**src/rtl/ata_tf_pkg.sv**
```systemverilog
package ata_tf_pkg;
  localparam int unsigned TF_AW    = 3;
  localparam int unsigned TF_RW    = 8;
  localparam int unsigned TF_NREG  = 1 << TF_AW;
  localparam int unsigned DEV_BIT  = 4;
  localparam int unsigned NIEN_BIT = 1;
  localparam int unsigned SRST_BIT = 2;

  typedef enum logic [TF_AW-1:0] {
    TF_DATA    = 3'd0,
    TF_ERRFEAT = 3'd1,
    TF_COUNT   = 3'd2,
    TF_LBA0    = 3'd3,
    TF_LBA1    = 3'd4,
    TF_LBA2    = 3'd5,
    TF_DEVICE  = 3'd6,
    TF_STATCMD = 3'd7
  } tf_addr_e;
endpackage

```
**src/rtl/ata_tf_rst_sync.sv**
```systemverilog
module ata_tf_rst_sync #(
  parameter int unsigned STAGES = 2
) (
  input  logic clk,
  input  logic arst_n,
  output logic rst_n
);
  logic [STAGES-1:0] shift_q;
  logic [STAGES-1:0] shift_d;

  always_comb begin
    shift_d = {shift_q[STAGES-2:0], 1'b1};
  end

  always_ff @(posedge clk or negedge arst_n) begin
    if (!arst_n) shift_q <= '0;
    else         shift_q <= shift_d;
  end

  assign rst_n = shift_q[STAGES-1];
endmodule

```
**src/rtl/ata_tf_edge_sync.sv**
```systemverilog
module ata_tf_edge_sync #(
  parameter int unsigned STAGES = 2
) (
  input  logic clk,
  input  logic rst_n,
  input  logic strobe_n,
  output logic rise
);
  // STAGES synchroniser flops plus one history flop
  logic [STAGES:0] chain_q;
  logic [STAGES:0] chain_d;

  always_comb begin
    chain_d = {chain_q[STAGES-1:0], strobe_n};
  end

  always_ff @(posedge clk or negedge rst_n) begin
    if (!rst_n) chain_q <= '1;
    else        chain_q <= chain_d;
  end

  assign rise = chain_q[STAGES-1] & ~chain_q[STAGES];
endmodule

```
**src/rtl/ata_tf_regs.sv**
```systemverilog
module ata_tf_regs
  import ata_tf_pkg::*;
#(
  parameter int unsigned DW = 16
) (
  input  logic             clk,
  input  logic             rst_n,
  input  logic             wr_ev,
  input  logic             rd_ev,
  input  logic             pri_hit,
  input  logic             alt_hit,
  input  logic [TF_AW-1:0] addr,
  input  logic [DW-1:0]    dat_in,
  input  logic             sel,
  input  logic             st_we,
  input  logic [TF_RW-1:0] st_val,
  input  logic             err_we,
  input  logic [TF_RW-1:0] err_val,
  input  logic             irq_set,
  output logic             acc_pri,
  output logic             acc_alt,
  output logic [TF_RW-1:0] tf_q [TF_NREG],
  output logic [TF_RW-1:0] devctl_q,
  output logic [TF_RW-1:0] status_q,
  output logic [TF_RW-1:0] error_q,
  output logic             irq_pend_q
);
  logic            stat_rd;
  logic            irq_pend_d;

  assign acc_pri = wr_ev & pri_hit & (sel | (addr == TF_DEVICE));
  assign acc_alt = wr_ev & alt_hit & (addr == TF_DEVICE);
  assign stat_rd = rd_ev & pri_hit & sel & (addr == TF_STATCMD);

  // slot 0 is the data port, which has no storage
  assign tf_q[0] = '0;

  for (genvar i = 1; i < TF_NREG; i++) begin : g_tf
    logic we;
    assign we = acc_pri & (addr == TF_AW'(i));
    always_ff @(posedge clk or negedge rst_n) begin
      if (!rst_n)  tf_q[i] <= '0;
      else if (we) tf_q[i] <= dat_in[TF_RW-1:0];
    end
  end

  always_ff @(posedge clk or negedge rst_n) begin
    if (!rst_n)       devctl_q <= '0;
    else if (acc_alt) devctl_q <= dat_in[TF_RW-1:0];
  end

  always_ff @(posedge clk or negedge rst_n) begin
    if (!rst_n)     status_q <= '0;
    else if (st_we) status_q <= st_val;
  end

  always_ff @(posedge clk or negedge rst_n) begin
    if (!rst_n)      error_q <= '0;
    else if (err_we) error_q <= err_val;
  end

  always_comb begin
    irq_pend_d = irq_pend_q;
    if (stat_rd) irq_pend_d = 1'b0;
    if (irq_set) irq_pend_d = 1'b1;
  end

  always_ff @(posedge clk or negedge rst_n) begin
    if (!rst_n) irq_pend_q <= 1'b0;
    else        irq_pend_q <= irq_pend_d;
  end
endmodule

```
**src/rtl/ata_taskfile_if.sv**
```systemverilog
module ata_taskfile_if
  import ata_tf_pkg::*;
#(
  parameter int unsigned DW          = 16,
  parameter int unsigned SYNC_STAGES = 2
) (
  input  logic             clk,
  input  logic             host_rst_n,
  input  logic             cs_pri_n,
  input  logic             cs_alt_n,
  input  logic [2:0]       addr,
  input  logic [DW-1:0]    dat_in,
  output logic [DW-1:0]    dat_out,
  output logic             dat_oe,
  input  logic             rd_n,
  input  logic             wr_n,
  output logic             iordy,
  output logic             word_n,
  output logic             intrq,
  input  logic             strap_sel,
  output logic             wr_pulse,
  output logic [2:0]       wr_addr,
  output logic [DW-1:0]    wr_data,
  output logic             wr_alt,
  output logic             srst_pulse,
  output logic             dp_rd_pulse,
  output logic [7:0]       feat,
  output logic [7:0]       count,
  output logic [23:0]      lba,
  output logic [7:0]       devsel,
  input  logic             st_we,
  input  logic [7:0]       st_val,
  input  logic             err_we,
  input  logic [7:0]       err_val,
  input  logic [DW-1:0]    dp_rdata,
  input  logic             irq_set
);
  localparam int unsigned PADW = DW - TF_RW;

  logic             rst_n;
  logic             wr_ev;
  logic             rd_ev;
  logic             pri_hit;
  logic             alt_hit;
  logic             sel;
  logic             acc_pri;
  logic             acc_alt;
  logic [TF_RW-1:0] tf_q [TF_NREG];
  logic [TF_RW-1:0] devctl_q;
  logic [TF_RW-1:0] status_q;
  logic [TF_RW-1:0] error_q;
  logic             irq_pend_q;

  logic             strap_done_q, is_slave_q;
  logic             wr_pulse_q, wr_pulse_d;
  logic [TF_AW-1:0] wr_addr_q;
  logic [DW-1:0]    wr_data_q;
  logic             wr_alt_q;
  logic             srst_q, srst_d;
  logic             dprd_q, dprd_d;
  logic [TF_RW-1:0] rd_byte;

  ata_tf_rst_sync #(.STAGES(SYNC_STAGES)) u_rst (
    .clk(clk), .arst_n(host_rst_n), .rst_n(rst_n)
  );

  ata_tf_edge_sync #(.STAGES(SYNC_STAGES)) u_wr_sync (
    .clk(clk), .rst_n(rst_n), .strobe_n(wr_n), .rise(wr_ev)
  );

  ata_tf_edge_sync #(.STAGES(SYNC_STAGES)) u_rd_sync (
    .clk(clk), .rst_n(rst_n), .strobe_n(rd_n), .rise(rd_ev)
  );

  assign pri_hit = ~cs_pri_n & cs_alt_n;
  assign alt_hit = ~cs_alt_n & cs_pri_n;

  // identity strap: taken once after reset release
  always_ff @(posedge clk or negedge rst_n) begin
    if (!rst_n) begin
      strap_done_q <= 1'b0;
      is_slave_q   <= 1'b0;
    end else if (!strap_done_q) begin
      strap_done_q <= 1'b1;
      is_slave_q   <= strap_sel;
    end
  end

  assign sel = (tf_q[TF_DEVICE][DEV_BIT] == is_slave_q);

  ata_tf_regs #(.DW(DW)) u_regs (
    .clk(clk), .rst_n(rst_n), .wr_ev(wr_ev), .rd_ev(rd_ev),
    .pri_hit(pri_hit), .alt_hit(alt_hit), .addr(addr), .dat_in(dat_in),
    .sel(sel), .st_we(st_we), .st_val(st_val), .err_we(err_we),
    .err_val(err_val), .irq_set(irq_set), .acc_pri(acc_pri),
    .acc_alt(acc_alt), .tf_q(tf_q), .devctl_q(devctl_q),
    .status_q(status_q), .error_q(error_q), .irq_pend_q(irq_pend_q)
  );

  // internal-side pulses: next state
  always_comb begin
    wr_pulse_d = acc_pri | acc_alt;
    srst_d     = acc_alt & dat_in[SRST_BIT];
    dprd_d     = rd_ev & pri_hit & sel & (addr == TF_DATA);
  end

  always_ff @(posedge clk or negedge rst_n) begin
    if (!rst_n) begin
      wr_pulse_q <= 1'b0;
      srst_q     <= 1'b0;
      dprd_q     <= 1'b0;
    end else begin
      wr_pulse_q <= wr_pulse_d;
      srst_q     <= srst_d;
      dprd_q     <= dprd_d;
    end
  end

  always_ff @(posedge clk or negedge rst_n) begin
    if (!rst_n) begin
      wr_addr_q <= '0;
      wr_data_q <= '0;
      wr_alt_q  <= 1'b0;
    end else if (wr_pulse_d) begin
      wr_addr_q <= addr;
      wr_data_q <= dat_in;
      wr_alt_q  <= acc_alt;
    end
  end

  // host read path
  always_comb begin
    unique case (tf_addr_e'(addr))
      TF_ERRFEAT: rd_byte = error_q;
      TF_STATCMD: rd_byte = status_q;
      default:    rd_byte = tf_q[addr];
    endcase
  end

  always_comb begin
    dat_oe  = 1'b0;
    dat_out = '0;
    if (!rd_n && sel) begin
      if (pri_hit) begin
        dat_oe  = 1'b1;
        dat_out = (addr == TF_DATA) ? dp_rdata : {{PADW{1'b0}}, rd_byte};
      end else if (alt_hit && addr == TF_DEVICE) begin
        dat_oe  = 1'b1;
        dat_out = {{PADW{1'b0}}, status_q};
      end
    end
  end

  assign word_n      = ~(pri_hit & sel & (addr == TF_DATA));
  assign iordy       = 1'b1;
  assign intrq       = irq_pend_q & ~devctl_q[NIEN_BIT] & sel;

  assign wr_pulse    = wr_pulse_q;
  assign wr_addr     = wr_addr_q;
  assign wr_data     = wr_data_q;
  assign wr_alt      = wr_alt_q;
  assign srst_pulse  = srst_q;
  assign dp_rd_pulse = dprd_q;
  assign feat        = tf_q[TF_ERRFEAT];
  assign count       = tf_q[TF_COUNT];
  assign lba         = {tf_q[TF_LBA2], tf_q[TF_LBA1], tf_q[TF_LBA0]};
  assign devsel      = tf_q[TF_DEVICE];
endmodule

```
**config.mk**
```make
export PLATFORM = sky130hd
export DESIGN_NAME = ata_taskfile_if
export DESIGN_NICKNAME = d
export VERILOG_FILES = /design/src/rtl/ata_tf_pkg.sv /design/src/rtl/ata_tf_rst_sync.sv /design/src/rtl/ata_tf_edge_sync.sv /design/src/rtl/ata_tf_regs.sv /design/src/rtl/ata_taskfile_if.sv
export SDC_FILE = /design/constraint.sdc
export NUM_CORES = 1
export LEC_CHECK = 0
export BUFFER_PORTS_ARGS = -buffer_cell sky130_fd_sc_hd__buf_2
export CAP_MARGIN = 5
export CORE_MARGIN = 3
export CORE_UTILIZATION = 52
export CTS_BUF_LIST = sky130_fd_sc_hd__clkbuf_4 sky130_fd_sc_hd__clkbuf_8
export CTS_CLUSTER_DIAMETER = 50
export DETAILED_ROUTE_END_ITERATION = 10
export PLACE_DENSITY = 0.87
export SLEW_MARGIN = 20
export SYNTH_ARGS = -nofsm -noshare
export SYNTH_HDL_FRONTEND = slang
export SYNTH_SLANG_ARGS = --single-unit
```
**constraint.sdc**
```tcl
create_clock -name clk -period 3.8 [get_ports clk]
set_input_delay 0.19 -clock clk [delete_from_list [all_inputs] [get_ports clk]]
set_output_delay 0.19 -clock clk [all_outputs]
set_load 0.05 [all_outputs]
```
### Yosys cells after proc, flatten, opt, wreduce, memory -nomap -nowiden

Cells that the tools add are included.

* order comparisons: 1
* eq/ne operators: 8
* mux-type cells: 13
* bitwise gates (word level): 33
* reduce and logical (&&, ||, !) cells: 5

Operators by type and width (count)
* $mux W16: 3
* $and A1 B1 Y1: 24
* $bmux W8 S3: 1
* $mux W8: 3
* $pmux W8 S2: 1
* $eq A3 B3 Y1 const B: 4
* $eq A3 B2 Y1 const B: 2
* $not A1 Y1: 6
* $mux W1: 5
* $ge A4 B4 Y1 const B: 1
* $not A3 Y4: 1
* $eq A3 B1 Y1 const B: 1
* $logic_not A3 Y1: 1
* $logic_and A1 B1 Y1: 2
* $or A1 B1 Y1: 2
* $reduce_bool A2 Y1: 1
* $eq A1 B1 Y1: 1
* $logic_not A1 Y1: 1

* register bits after elaboration: 108
* input bits: 61
* output and inout port bits: 91

### Logic depth before layout (Yosys ltp)

Gate-level depths: netlist of run 1.

* depth after elaboration: 8
* mapped depth: 6
* mapped depth without buffers: 4

### Hierarchy

A second synthesis of run 1 with hierarchy kept.

* cells, all modules: 360
* area, all modules: 5168.7 um^2

By module, submodules not included
* ata_tf_regs: instances 1, cells an instance 194, area each 3211.8 um^2
* ata_taskfile_if: instances 1, cells an instance 155, area each 1717.9 um^2
* ata_tf_edge_sync: instances 2, cells an instance 4, area each 92.6 um^2
* ata_tf_rst_sync: instances 1, cells an instance 3, area each 53.8 um^2

### Worst setup path before layout of run 1

Ideal clock, no wire load.

* path kind: input-to-output
* start: input addr[2]
* end: output dat_out[0]
* arrival: 3.258 ns
* required time: 3.610 ns
* slack: 0.352 ns
* stages on the path: 4
* cells stage by stage: buf_4 buf_1 o21ai_0 a2111oi_0

* word-level cells in the longest chain between the ends: 8

Ends and longest elaborated chain
* from (decl): line ata_taskfile_if.sv:11 `input logic [2:0] addr,`
* $not A3 Y4 (not written as such): line ata_taskfile_if.sv:136 `default: rd_byte = tf_q[addr];`
* $bmux W8 S3: line ata_taskfile_if.sv:136
* $mux W8 (not written as such) (2 in a row): line ata_taskfile_if.sv:136
* $pmux W8 S2: line ata_taskfile_if.sv:133 `unique case (tf_addr_e'(addr))`
* $mux W16: line ata_taskfile_if.sv:146 `dat_out = (addr == TF_DATA) ? dp_rdata : {{PADW{1'b0}}, rd_byte};`
* $mux W16 *: line ata_taskfile_if.sv:144 `if (pri_hit) begin`
* $mux W16 *: line ata_taskfile_if.sv:143 `if (!rd_n && sel) begin`
* to (decl): line ata_taskfile_if.sv:13 `output logic [DW-1:0] dat_out,`

Every way passes the cells marked *; elsewhere a longest branch is shown, timed or not. The select of a mux whose other input is x is not followed.

### Final worst setup path of run 1

* start: register u_regs.tf_q[12] (netlist name)
* end: output dat_out[15]

* word-level cells in the longest chain between the ends: 3

Ends and longest elaborated chain
* from (decl): line ata_tf_regs.sv:22 `output logic [TF_RW-1:0] tf_q [TF_NREG],`
* from (signal, indexed assignment): line ata_tf_regs.sv:43 `else if (we) tf_q[i] <= dat_in[TF_RW-1:0];`
* $eq A1 B1 Y1: line ata_taskfile_if.sv:89 `assign sel = (tf_q[TF_DEVICE][DEV_BIT] == is_slave_q);`
* $logic_and A1 B1 Y1: line ata_taskfile_if.sv:143
* $mux W16: line ata_taskfile_if.sv:143

No other way between the ends.

==> summary.txt, run 1 <==
STA
  • # setup viols final: 0
  • Tcrit/Tclk final: 70.8%
  • RSZ-0062 raised after global routing: no
  • Slew headroom: 40.8%
  • Slew @ Worst Pin: 0.888 ns
  • Final Max Slew Viols: 0
  • F_max: 371 MHz
  • Final min period: 2.69 ns
  • Hold Violations, Final: 0
  • Worst clock skew: 0.0108 ns
  • Final setup TNS: 0 ns

Finish
  • Multi-input logic area: 0.00188 sq mm
  • Commonest non-fill, non-tap cells in the layout: buf_2, dfrtp_1, mux2_2, mux2i_1, nor2_1
  • Area growth syn-to-layout: 15.9%
  • Reg area: 0.00249 sq mm
  • Layout cell share with drive strength beyond 1: 57.0%
  • Non-filler cells, final: 585
  • Fill cells: 686
  • Commonest non-fill, non-tap cell in the layout: buf_2
  • ANT cells: 0
  • Layout Nets: 533
  • Fin util: 62.8%

Route
  • DRC viols: 0
  • Drt first pass iters: 4
  • Via Count: 3251
  • Vias per std cell: 5.56
  • WL final: 11.8 mm
  • Avg WL per Cell: 20.2 um
  • ANT nets after route: 0
  • Initial DRC Count: 133

Clock tree
  • Post-CTS Resized: 0
  • Reg clk slew, reported paths: 0.09 ns
  • Cts hold-fix bufs: 3
  • TritonCTS clock tree: built
  • Max clock buf depth: 2
  • Clk_lat worst skew: 0.36 ns
  • CTS H-tree depth: 3
  • Clock buffer count from CTS: 9
  • Clock sink count: 99
  • Post-CTS Setup Bufs: 0
  • Root buffer selected by CTS: clkbuf_8

Setup path
  • Worst-path cell chain: xor2_2 > or3_1 > nor2_1 > and2_1 > buf_2
  • Delay-heaviest family, CP: simple AND/OR/NAND/NOR gates
  • Critical Path AT: 2.50 ns
  • Worst-path fanout max: 10
  • Crit. End Element: primary output
  • WP buf/inv: 1
  • CP max stage cell: or3_1
  • CP peak stage delay: 0.59 ns
  • R2R setup slack: 1.64 ns
  • Data required, critical path: 3.61 ns
  • Setup CP Type: flop to primary output
  • Setup crit start kind: flop

Floorplanning
  • Die area: 0.0104 sq mm
  • Core area: 0.00885 sq mm
  • # IOs: 152
  • FP Rows: 34
  • Die Height: 102 um
  • Initial Utilization: 54.2%
  • Die Width: 102 um

Pwr
  • P_leak: 2.84 nW
  • Max VDD drop: 0.000342 V
  • PD cells: 548 mW/mm^2

Global routing
  • Vias in the first global route: 3330
  • First-pass GRT wire length: 18.0 mm
  • Tot GR Track Use: 23.2%
  • Antenna violations before repair: 0
  • Largest net degree at the start of global routing: 69
  • Total gr overflow: 0

Run status
  • Outcome: finished clean

Run
  • Max-Cap Viols: 0

Placement
  • RePlAce Congestion: 0.823
  • Placed cell count: 566
  • Port Buf Inserts: 150
  • Dpl hpwl: 8.59 mm

Yosys
  • Largest cells by area after synthesis: dfrtp_1, mux2_2, buf_4
  • Sequential cell area fraction in the yosys report: 51.8%
  • Register bit total from synthesis: 99
  • Cell taking the most area after synthesis: dfrtp_1
  • Post-Syn Area: 0.00480 sq mm
  • Synth cell types: 36
  • Post-synth top area share: 48.5%
  • Syn_area_per_cell: 13.0 sq um
  • Syn. warnings: 0
  • Mapped Cells: 368

Hold path
  • Hold Path Class: input port to flop
-- path summary, 6_finish.rpt --
path,from,endpoint,depth (start not counted)
hold reg to reg,u_rst.shift_q[0],u_rst.shift_q[1],0
setup / recovery,u_regs.tf_q[12],dat_out[15],5
setup reg to reg,u_regs.tf_q[12],wr_data[1],4
max in group asynchronous,u_rst.shift_q[1],u_regs.tf_q[47],1
min in group asynchronous,host_rst_n,u_rst.shift_q[1],2
hold / removal,irq_set,u_regs.irq_pend_q,2
-- Yosys cell counts, drive strengths merged --
master and n:
nor4 2, o31ai 6, a211oi 9, nand3b 1, and2 9, a211o 1
clkbuf 5, nand2b 7, o22ai 4, nor3 9, nand4b 1, o21ai 2
or3 4, inv 1, a2111oi 1, buf 60, xor2 1, mux4 4
dfrtp 93, nand2 10, nand3 1, nor2b 3, mux2i 17, conb 1
o41ai 1, dfstp 6, nor2 14, a21o 1, a21oi 4, mux2 85
nor3b 5
-- logic make-up (layout without fill, tap and decap cells) --
family	count (synthesis)	in the layout	synth area share (%)
AO/OA/AOI/OAI	29	29	4.64
multiplexers	106	106	25.4
XOR/XNOR	1	1	0.339
buffers and inverters	66	173	9.26
other	1	3	0.0782
AND/OR/NAND/NOR	66	66	8.50
flip-flops	99	99	51.8
-- state kept, by name (all words and copies together), names as in the netlist, 2 cells and up --
register	flops
wr_addr	3
u_regs.tf_q	48
u_rst.shift_q	2
u_regs.status_q	8
wr_data	16
u_rd_sync.chain_q	3
u_regs.error_q	8
u_wr_sync.chain_q	3
-- final cells by class --
class,count,share of cell area (%)
Sequential cell,99,44.8
Tap cell,108,2.43
Clock buffer,11,2.61
Inverter,1,0.0675
Clock inverter,5,1.80
Timing Repair Buffer,156,14.4
Multi-Input combinational cell,205,33.9
-- layer usage --
metal,vias up,wire [um],GRT usage (%)
met4,0,145,6.86
met1,1642,4680,29.2
li1,1466,-,-
met3,9,923,6.21
met5,-,0,0
met2,134,6040,39.6
-- where the power goes --
| group | switching, W | internal (W) |
|---|---|---|
| Combinational | 0.000666 | 0.000261 |
| Sequential | 0.000109 | 0.00120 |
| Clock | 0.000346 | 0.000461 |
| Total | 0.00112 | 0.00193 |
-- metrics by stage --
step	instance area, sq um	hold WS (ns)	setup slack [ns]	power (W)
floorplan	4800	-0.106	0.352	0.00210
global placement	5280	-0.0249	1.43	0.00224
detailed placement	5280	-0.0200	1.34	0.00226
CTS	5550	0.0373	1.11	0.00307
global route	5560	0.0425	0.979	0.00317
finish	5560	0.0437	1.11	0.00305
-- worst register-to-register path, stage by stage, from the launching register on --
cell      delay, ns
dfrtp_1        0.46
xor2_2         0.49
a211oi_4       0.17
nor2_4         0.51
mux2_2         0.41
Note: power is estimated with default switching activity, not from simulation.
==> run 2, diff against run 1 <==
--- a/config.mk
+++ b/config.mk
@@ -8,11 +8,11 @@
 export BUFFER_PORTS_ARGS = -buffer_cell sky130_fd_sc_hd__buf_2
 export CAP_MARGIN = 5
 export CORE_MARGIN = 3
-export CORE_UTILIZATION = 52
+export CORE_UTILIZATION = 48
 export CTS_BUF_LIST = sky130_fd_sc_hd__clkbuf_4 sky130_fd_sc_hd__clkbuf_8
 export CTS_CLUSTER_DIAMETER = 50
 export DETAILED_ROUTE_END_ITERATION = 10
-export PLACE_DENSITY = 0.87
+export PLACE_DENSITY = 0.85
 export SLEW_MARGIN = 20
 export SYNTH_ARGS = -nofsm -noshare
 export SYNTH_HDL_FRONTEND = slang
==> constraint.sdc (replaced) <==
create_clock -name clk -period 2.32 [get_ports clk]
set_input_delay 0.116 -clock clk [delete_from_list [all_inputs] [get_ports clk]]
set_output_delay 0.116 -clock clk [all_outputs]
set_load 0.05 [all_outputs]
==> run 2 against run 1 <==
- die area rose by 7.8%
- clock power is 33% higher
- worst setup slack got worse by 1.1 ns
- register-to-register slack lost 1.3 ns
- power up 58%
- final area up 8.2%
- core utilization grew 0.76 points
- non-clock buffer count increased by 39
- first-iteration DRC count fell by 11%
- via count up 5.9%
- clock skew hardly changed
- critical path type unchanged
==> summary.txt, run 2 (synthesized netlist as in run 1, its figures left out) <==
STA
  • Final min period: 2.30 ns
  • F_max: 435 MHz
  • RSZ-0062 raised after global routing: yes
  • Worst clock skew: 0.0106 ns (-0.000197 ns)
  • Slew headroom: 55.7% (+15 points)
  • Tcrit/Tclk final: 99.0%
  • # setup viols final: 0 (unchanged)
  • Setup ws final: 0.0235 ns (-1.08 ns)
  • Worst hold slack: 0.0554 ns (+0.0117 ns)
  • Slew @ Worst Pin: 0.664 ns (-0.224 ns)
  • Final Max Slew Viols: 0 (unchanged)
  • Hold Violations, Final: 0 (unchanged)

Clock tree
  • CTS H-tree depth: 3 (unchanged)
  • Max clock buf depth: 2 (unchanged)
  • Clock buffer count from CTS: 9 (unchanged)
  • TritonCTS clock tree: built
  • Reg clk slew, reported paths: 0.10 ns (about the same)
  • Clock sink count: 99 (unchanged)
  • Clk_lat worst skew: 0.37 ns (about the same)
  • Root buffer selected by CTS: clkbuf_8

Pwr
  • Combinational share of power: 33.2% (+2.8 points)
  • Switch Pwr: 0.00192 W (+72%)
  • Switching part of the total: 39.9% (+3.1 points)
  • Clock network fraction of design power: 22.3% (-4.2 points)
  • PD cells: 802 mW/mm^2 (+46%)
  • Total power: 0.00482 W (+58%)
  • P_leak: 3.01 nW (+5.9%)
  • Sequential share of power: 44.5% (+1.4 points)
  • Max VDD drop: 0.000509 V (+49%)
  • Internal Power: 0.00290 W (+50%)

Finish
  • Layout cell share with drive strength beyond 1: 57.2% (+0.15 points)
  • Commonest non-fill, non-tap cells in the layout: buf_2, dfrtp_1, mux2_2, dlygate4sd3_1, mux2i_1
  • Reg area: 0.00249 sq mm (about the same)
  • ANT cells: 0 (unchanged)
  • Reg with most FFs: u_regs.tf_q
  • Fin util: 63.6% (+0.76 points)
  • Fill cells: 753 (+9.8%)
  • Commonest non-fill, non-tap cell in the layout: buf_2
  • Max FFs per register: 48 (unchanged)
  • Area growth syn-to-layout: 25.4%
  • Multi-input logic area: 0.00197 sq mm (+4.4%)
  • Layout Nets: 572 (+7.3%)

Setup path
  • Worst-path fanout max: 10 (unchanged)
  • R2R cell count: 4 (unchanged)
  • Setup CP Type: flop to primary output
  • Data required, critical path: 2.20 ns (-1.41 ns)
  • Critical Path AT: 2.18 ns (-0.32 ns)
  • Setup crit start kind: flop
  • Crit. End Element: primary output

Global routing
  • Antenna violations before repair: 0 (unchanged)
  • Vias in the first global route: 3737 (+12%)
  • Total gr overflow: 0 (unchanged)
  • First-pass GRT wire length: 20.2 mm (+12%)
  • Tot GR Track Use: 23.4% (+0.16 points)
  • Largest net degree at the start of global routing: 49 (-29%)

Route
  • Avg WL per Cell: 19.9 um (-1.2%)
  • ANT nets after route: 0 (unchanged)
  • Drt first pass iters: 5 (+1)
  • Via Count: 3442 (+5.9%)
  • DRC viols: 0 (unchanged)
  • Initial DRC Count: 118 (-11%)
  • WL final: 12.8 mm (+8.9%)
  • Vias per std cell: 5.34 (-4.0%)

Floorplanning
  • Die Width: 106 um (+3.8%)
  • # IOs: 152 (unchanged)
  • Initial Utilization: 50.7% (-3.5 points)
  • Die Height: 106 um (+3.8%)
  • Die area: 0.0112 sq mm (+7.8%)
  • FP Rows: 35 (+2.9%)
  • Core area: 0.00946 sq mm (+6.9%)

Run status
  • Outcome: finished clean

Hold path
  • Hold Path Class: input port to async pin

Placement
  • Dpl hpwl: 9.18 mm (+6.9%)
  • RePlAce Congestion: 0.835 (+1.5%)
  • Port Buf Inserts: 150 (unchanged)
  • Dpl ws: 0.195 ns (-1.15 ns)

Run
  • Max-Cap Viols: 0 (unchanged)
[run 2: final timing paths]
| path | start | end | slack [ns] |
|---|---|---|---|
| worst max-delay path | u_regs.tf_q[12] | dat_out[2] | 0.02 |
| worst min-delay path | host_rst_n | u_rst.shift_q[1] | 0.06 |
| worst max register to register | u_regs.tf_q[12] | u_regs.tf_q[49] | 0.35 |
| worst min register to register | u_rst.shift_q[1] | wr_data[12] | 0.37 |
| max in group asynchronous | u_rst.shift_q[1] | u_regs.tf_q[47] | 1.29 |
| min in group clk | dat_in[5] | wr_data[5] | 0.07 |
[run 2: through the flow]
| stage | TNS [ns] | instances | area, sq um |
|---|---|---|---|
| finish | 0 | 645 | 6010 |
| global route | -0.0303 | 645 | 6010 |
| CTS | 0 | 644 | 5960 |
| detailed placement | 0 | 599 | 5440 |
| global placement | 0 | 599 | 5440 |
| floorplan | -0.310 | 370 | 4840 |
[run 2: critical path, stage by stage, from the launching register on]
cell and delay (ns):
dfrtp_2 0.45, xor2_4 0.24, or3_4 0.46, o31ai_2 0.33, buf_2 0.32
[run 2: repair_timing]
action,CTS,global route
resized for setup,10,9
hold buffers,28,1
endpoints found under the hold margin,29,1
gates cloned,0,0
buffers inserted,1,0
endpoints found under the setup margin,15,13
pin swaps,1,1
[run 2: routing by layer]
layer  vias to the layer above  track usage (%)  routed length [um]
met4                         0             6.94                 332
met2                       141             40.9                6660
met3                        27             6.56                 894
met1                      1737             28.1                4950
met5                         -                0                   0
li1                       1537                -                   -
[run 2: power by group through the flow]
stage | clock network (W) | logic, W | registers (W)
2_1_floorplan | 0 | 0.000921 | 0.00252
3_3_place_gp | 0 | 0.00153 | 0.00216
3_5_place_dp | 0 | 0.00155 | 0.00218
4_1_cts | 0.00109 | 0.00160 | 0.00215
5_1_grt | 0.00116 | 0.00168 | 0.00219
6_report | 0.00107 | 0.00160 | 0.00215
[run 2: area by class of cell]
cell class,count,share of cell area [%]
clock inverters,5,0.728
well taps,129,2.68
multi-input cells,205,32.7
inverters,1,0.0624
flip-flops and latches,99,41.4
repair buffers,195,20.0
clock buffers,11,2.41
==> run 3, diff against run 2 <==
--- a/config.mk
+++ b/config.mk
@@ -12,7 +12,7 @@
 export CTS_BUF_LIST = sky130_fd_sc_hd__clkbuf_4 sky130_fd_sc_hd__clkbuf_8
 export CTS_CLUSTER_DIAMETER = 50
 export DETAILED_ROUTE_END_ITERATION = 10
-export PLACE_DENSITY = 0.85
+export PLACE_DENSITY = 0.88
 export SLEW_MARGIN = 20
 export SYNTH_ARGS = -nofsm -noshare
 export SYNTH_HDL_FRONTEND = slang
==> run 3 against run 2 <==
- fmax grew 0.86%
- clock power fell by 6%
- sequential share of layout area up 0.16 points
- final area shrank 0.40%
- critical path type unchanged
- largest cell class unchanged
==> summary.txt, run 3 (synthesized netlist as in run 1, its figures left out) <==
STA
  • Final min period: 2.28 ns (-0.0196 ns)
  • F_max: 439 MHz (+0.86%)
  • Final Max Slew Viols: 0 (unchanged)
  • Final setup TNS: 0 ns (unchanged)
  • RSZ-0062 raised after global routing: yes
  • Worst hold slack: 0.0590 ns (+0.00366 ns)
  • Worst clock skew: 0.00900 ns (-0.00161 ns)
  • # setup viols final: 0 (unchanged)
  • Hold Violations, Final: 0 (unchanged)
  • Tcrit/Tclk final: 98.1% (-0.85 points)
  • Setup ws final: 0.0431 ns (+0.0196 ns)

Clock tree
  • Reg clk slew, reported paths: 0.10 ns (about the same)
  • Clock buffer count from CTS: 9 (unchanged)
  • TritonCTS clock tree: built
  • CTS H-tree depth: 3 (unchanged)
  • Root buffer selected by CTS: clkbuf_8
  • Clk_lat worst skew: 0.36 ns (about the same)
  • Clock sink count: 99 (unchanged)
  • Max clock buf depth: 2 (unchanged)

Global routing
  • First-pass GRT wire length: 18.9 mm (-6.8%)
  • Antenna violations before repair: 1 (+1)
  • Tot GR Track Use: 21.8% (-1.6 points)
  • Vias in the first global route: 3601 (-3.6%)
  • GRT met1 Usage: 26.4% (-1.7 points)
  • Largest net degree at the start of global routing: 64 (+31%)
  • Grt met2 use: 37.2% (-3.8 points)
  • GR peak layer: met2
  • Total gr overflow: 0 (unchanged)
  • Met3 usage: 7.29% (+0.73 points)

Setup path
  • Worst-path fanout max: 10 (unchanged)
  • Crit. End Element: primary output
  • Critical Path AT: 2.16 ns (-0.02 ns)
  • Setup crit start kind: flop
  • Data required, critical path: 2.20 ns (about the same)
  • Setup CP Type: flop to primary output

Floorplanning
  • Core area: 0.00946 sq mm (unchanged)
  • Die Height: 106 um (unchanged)
  • FP Rows: 35 (unchanged)
  • Die area: 0.0112 sq mm (unchanged)
  • # IOs: 152 (unchanged)
  • Initial Utilization: 50.7% (unchanged)
  • Die Width: 106 um (unchanged)

Pwr
  • Max VDD drop: 0.000514 V (+0.99%)
  • P_leak: 3.00 nW (-0.49%)
  • PD cells: 791 mW/mm^2 (-1.4%)

Finish
  • Max FFs per register: 48 (unchanged)
  • Layout Nets: 571 (-0.17%)
  • Layout cell share with drive strength beyond 1: 56.9% (-0.28 points)
  • Final instance area: 0.00599 sq mm (-0.40%)
  • Commonest non-fill, non-tap cells in the layout: buf_2, dfrtp_1, mux2_2, dlygate4sd3_1, mux2i_1
  • ANT cells: 0 (unchanged)
  • Commonest non-fill, non-tap cell in the layout: buf_2
  • Fin util: 63.3% (-0.25 points)
  • Reg with most FFs: u_regs.tf_q
  • Area growth syn-to-layout: 24.9%

Route
  • WL final: 12.1 mm (-5.8%)
  • ANT nets after route: 0 (unchanged)
  • Drt first pass iters: 4 (-1)
  • Initial DRC Count: 121 (+2.5%)
  • Vias per std cell: 5.27 (-1.3%)
  • Avg WL per Cell: 18.8 um (-5.6%)
  • Via Count: 3392 (-1.5%)
  • DRC viols: 0 (unchanged)

Placement
  • Dpl hpwl: 8.75 mm (-4.7%)
  • Port Buf Inserts: 150 (unchanged)
  • Placed inst area: 0.00543 sq mm (-0.14%)
  • Dpl ws: 0.266 ns (+0.0712 ns)
  • RePlAce Congestion: 0.814 (-2.5%)

Run status
  • Outcome: finished clean

Hold path
  • Hold Path Class: input port to async pin

Run
  • Max-Cap Viols: 0 (unchanged)
[run 3: changes by cell type in the layout (fill, tap and decap cells not counted)]
| cell | before | now |
|---|---|---|
| buf_2 | 145 | 143 |
| buf_4 | 14 | 15 |
| clkbuf_8 | 10 | 9 |
| clkinv_2 | 0 | 1 |
| clkinvlp_4 | 0 | 1 |
| inv_6 | 3 | 2 |
| nor2_2 | 1 | 2 |
| nor2_4 | 1 | 0 |
| nor4_1 | 1 | 2 |
| nor4_2 | 1 | 0 |
[run 3: path summary, 6_finish.rpt]
kind	end	slack, ns	from	cells past startpoint
min	u_rst.shift_q[1]	0.06	host_rst_n	2
max	dat_out[7]	0.04	u_regs.tf_q[12]	5
max in group asynchronous	u_rd_sync.chain_q[0]	1.28	u_rst.shift_q[1]	1
min in group clk	wr_data[5]	0.08	dat_in[5]	2
max reg2reg	u_regs.tf_q[55]	0.36	u_regs.tf_q[12]	4
min reg2reg	u_regs.tf_q[50]	0.29	u_rst.shift_q[1]	0
[run 3: per-layer routing]
metal  routed length [um]  up-vias
li1                     -     1538
met1                 4760     1695
met5                   11        -
met3                 1160       10
met4                   97        2
met2                 6070      147
[run 3: per-stage QoR]
step,instances,power (W)
finish,644,0.00474
global route,644,0.00495
CTS,643,0.00478
detailed placement,598,0.00371
global placement,598,0.00368
floorplan,370,0.00344
[run 3: final cells by class]
type | instances | area [sq um]
Tap cell | 129 | 161
Sequential cell | 99 | 2490
Multi-Input combinational cell | 205 | 1950
Inverter | 1 | 3.75
Fill cell | 729 | 3470
Clock inverter | 6 | 47.5
Timing Repair Buffer | 194 | 1200
Clock buffer | 10 | 131
[run 3: timing repair]
| item | in CTS | in global routing |
|---|---|---|
| setup endpoints to repair | 14 | 13 |
| gates cloned | 0 | 0 |
| resized for setup | 11 | 8 |
| setup buffers | 0 | 1 |
| hold buffers | 29 | 0 |
| endpoints found under the hold margin | 30 | 0 |
[run 3: worst max-delay path: stages, from the launching register on]
cell and delay [ns]:
dfrtp_2 0.46, xor2_4 0.23, or3_4 0.43, buf_4 0.19, o31ai_2 0.29, buf_6 0.20
[run 3: report_power, final]
group / total [W] / internal (W) / switching (W) / leakage, nW
Clock: 0.00101 / 0.000412 / 0.000597 / 0.0907
Combinational: 0.00159 / 0.000476 / 0.00111 / 1.66
Sequential: 0.00214 / 0.00197 / 0.000165 / 1.24
Total: 0.00474 / 0.00286 / 0.00188 / 3.00
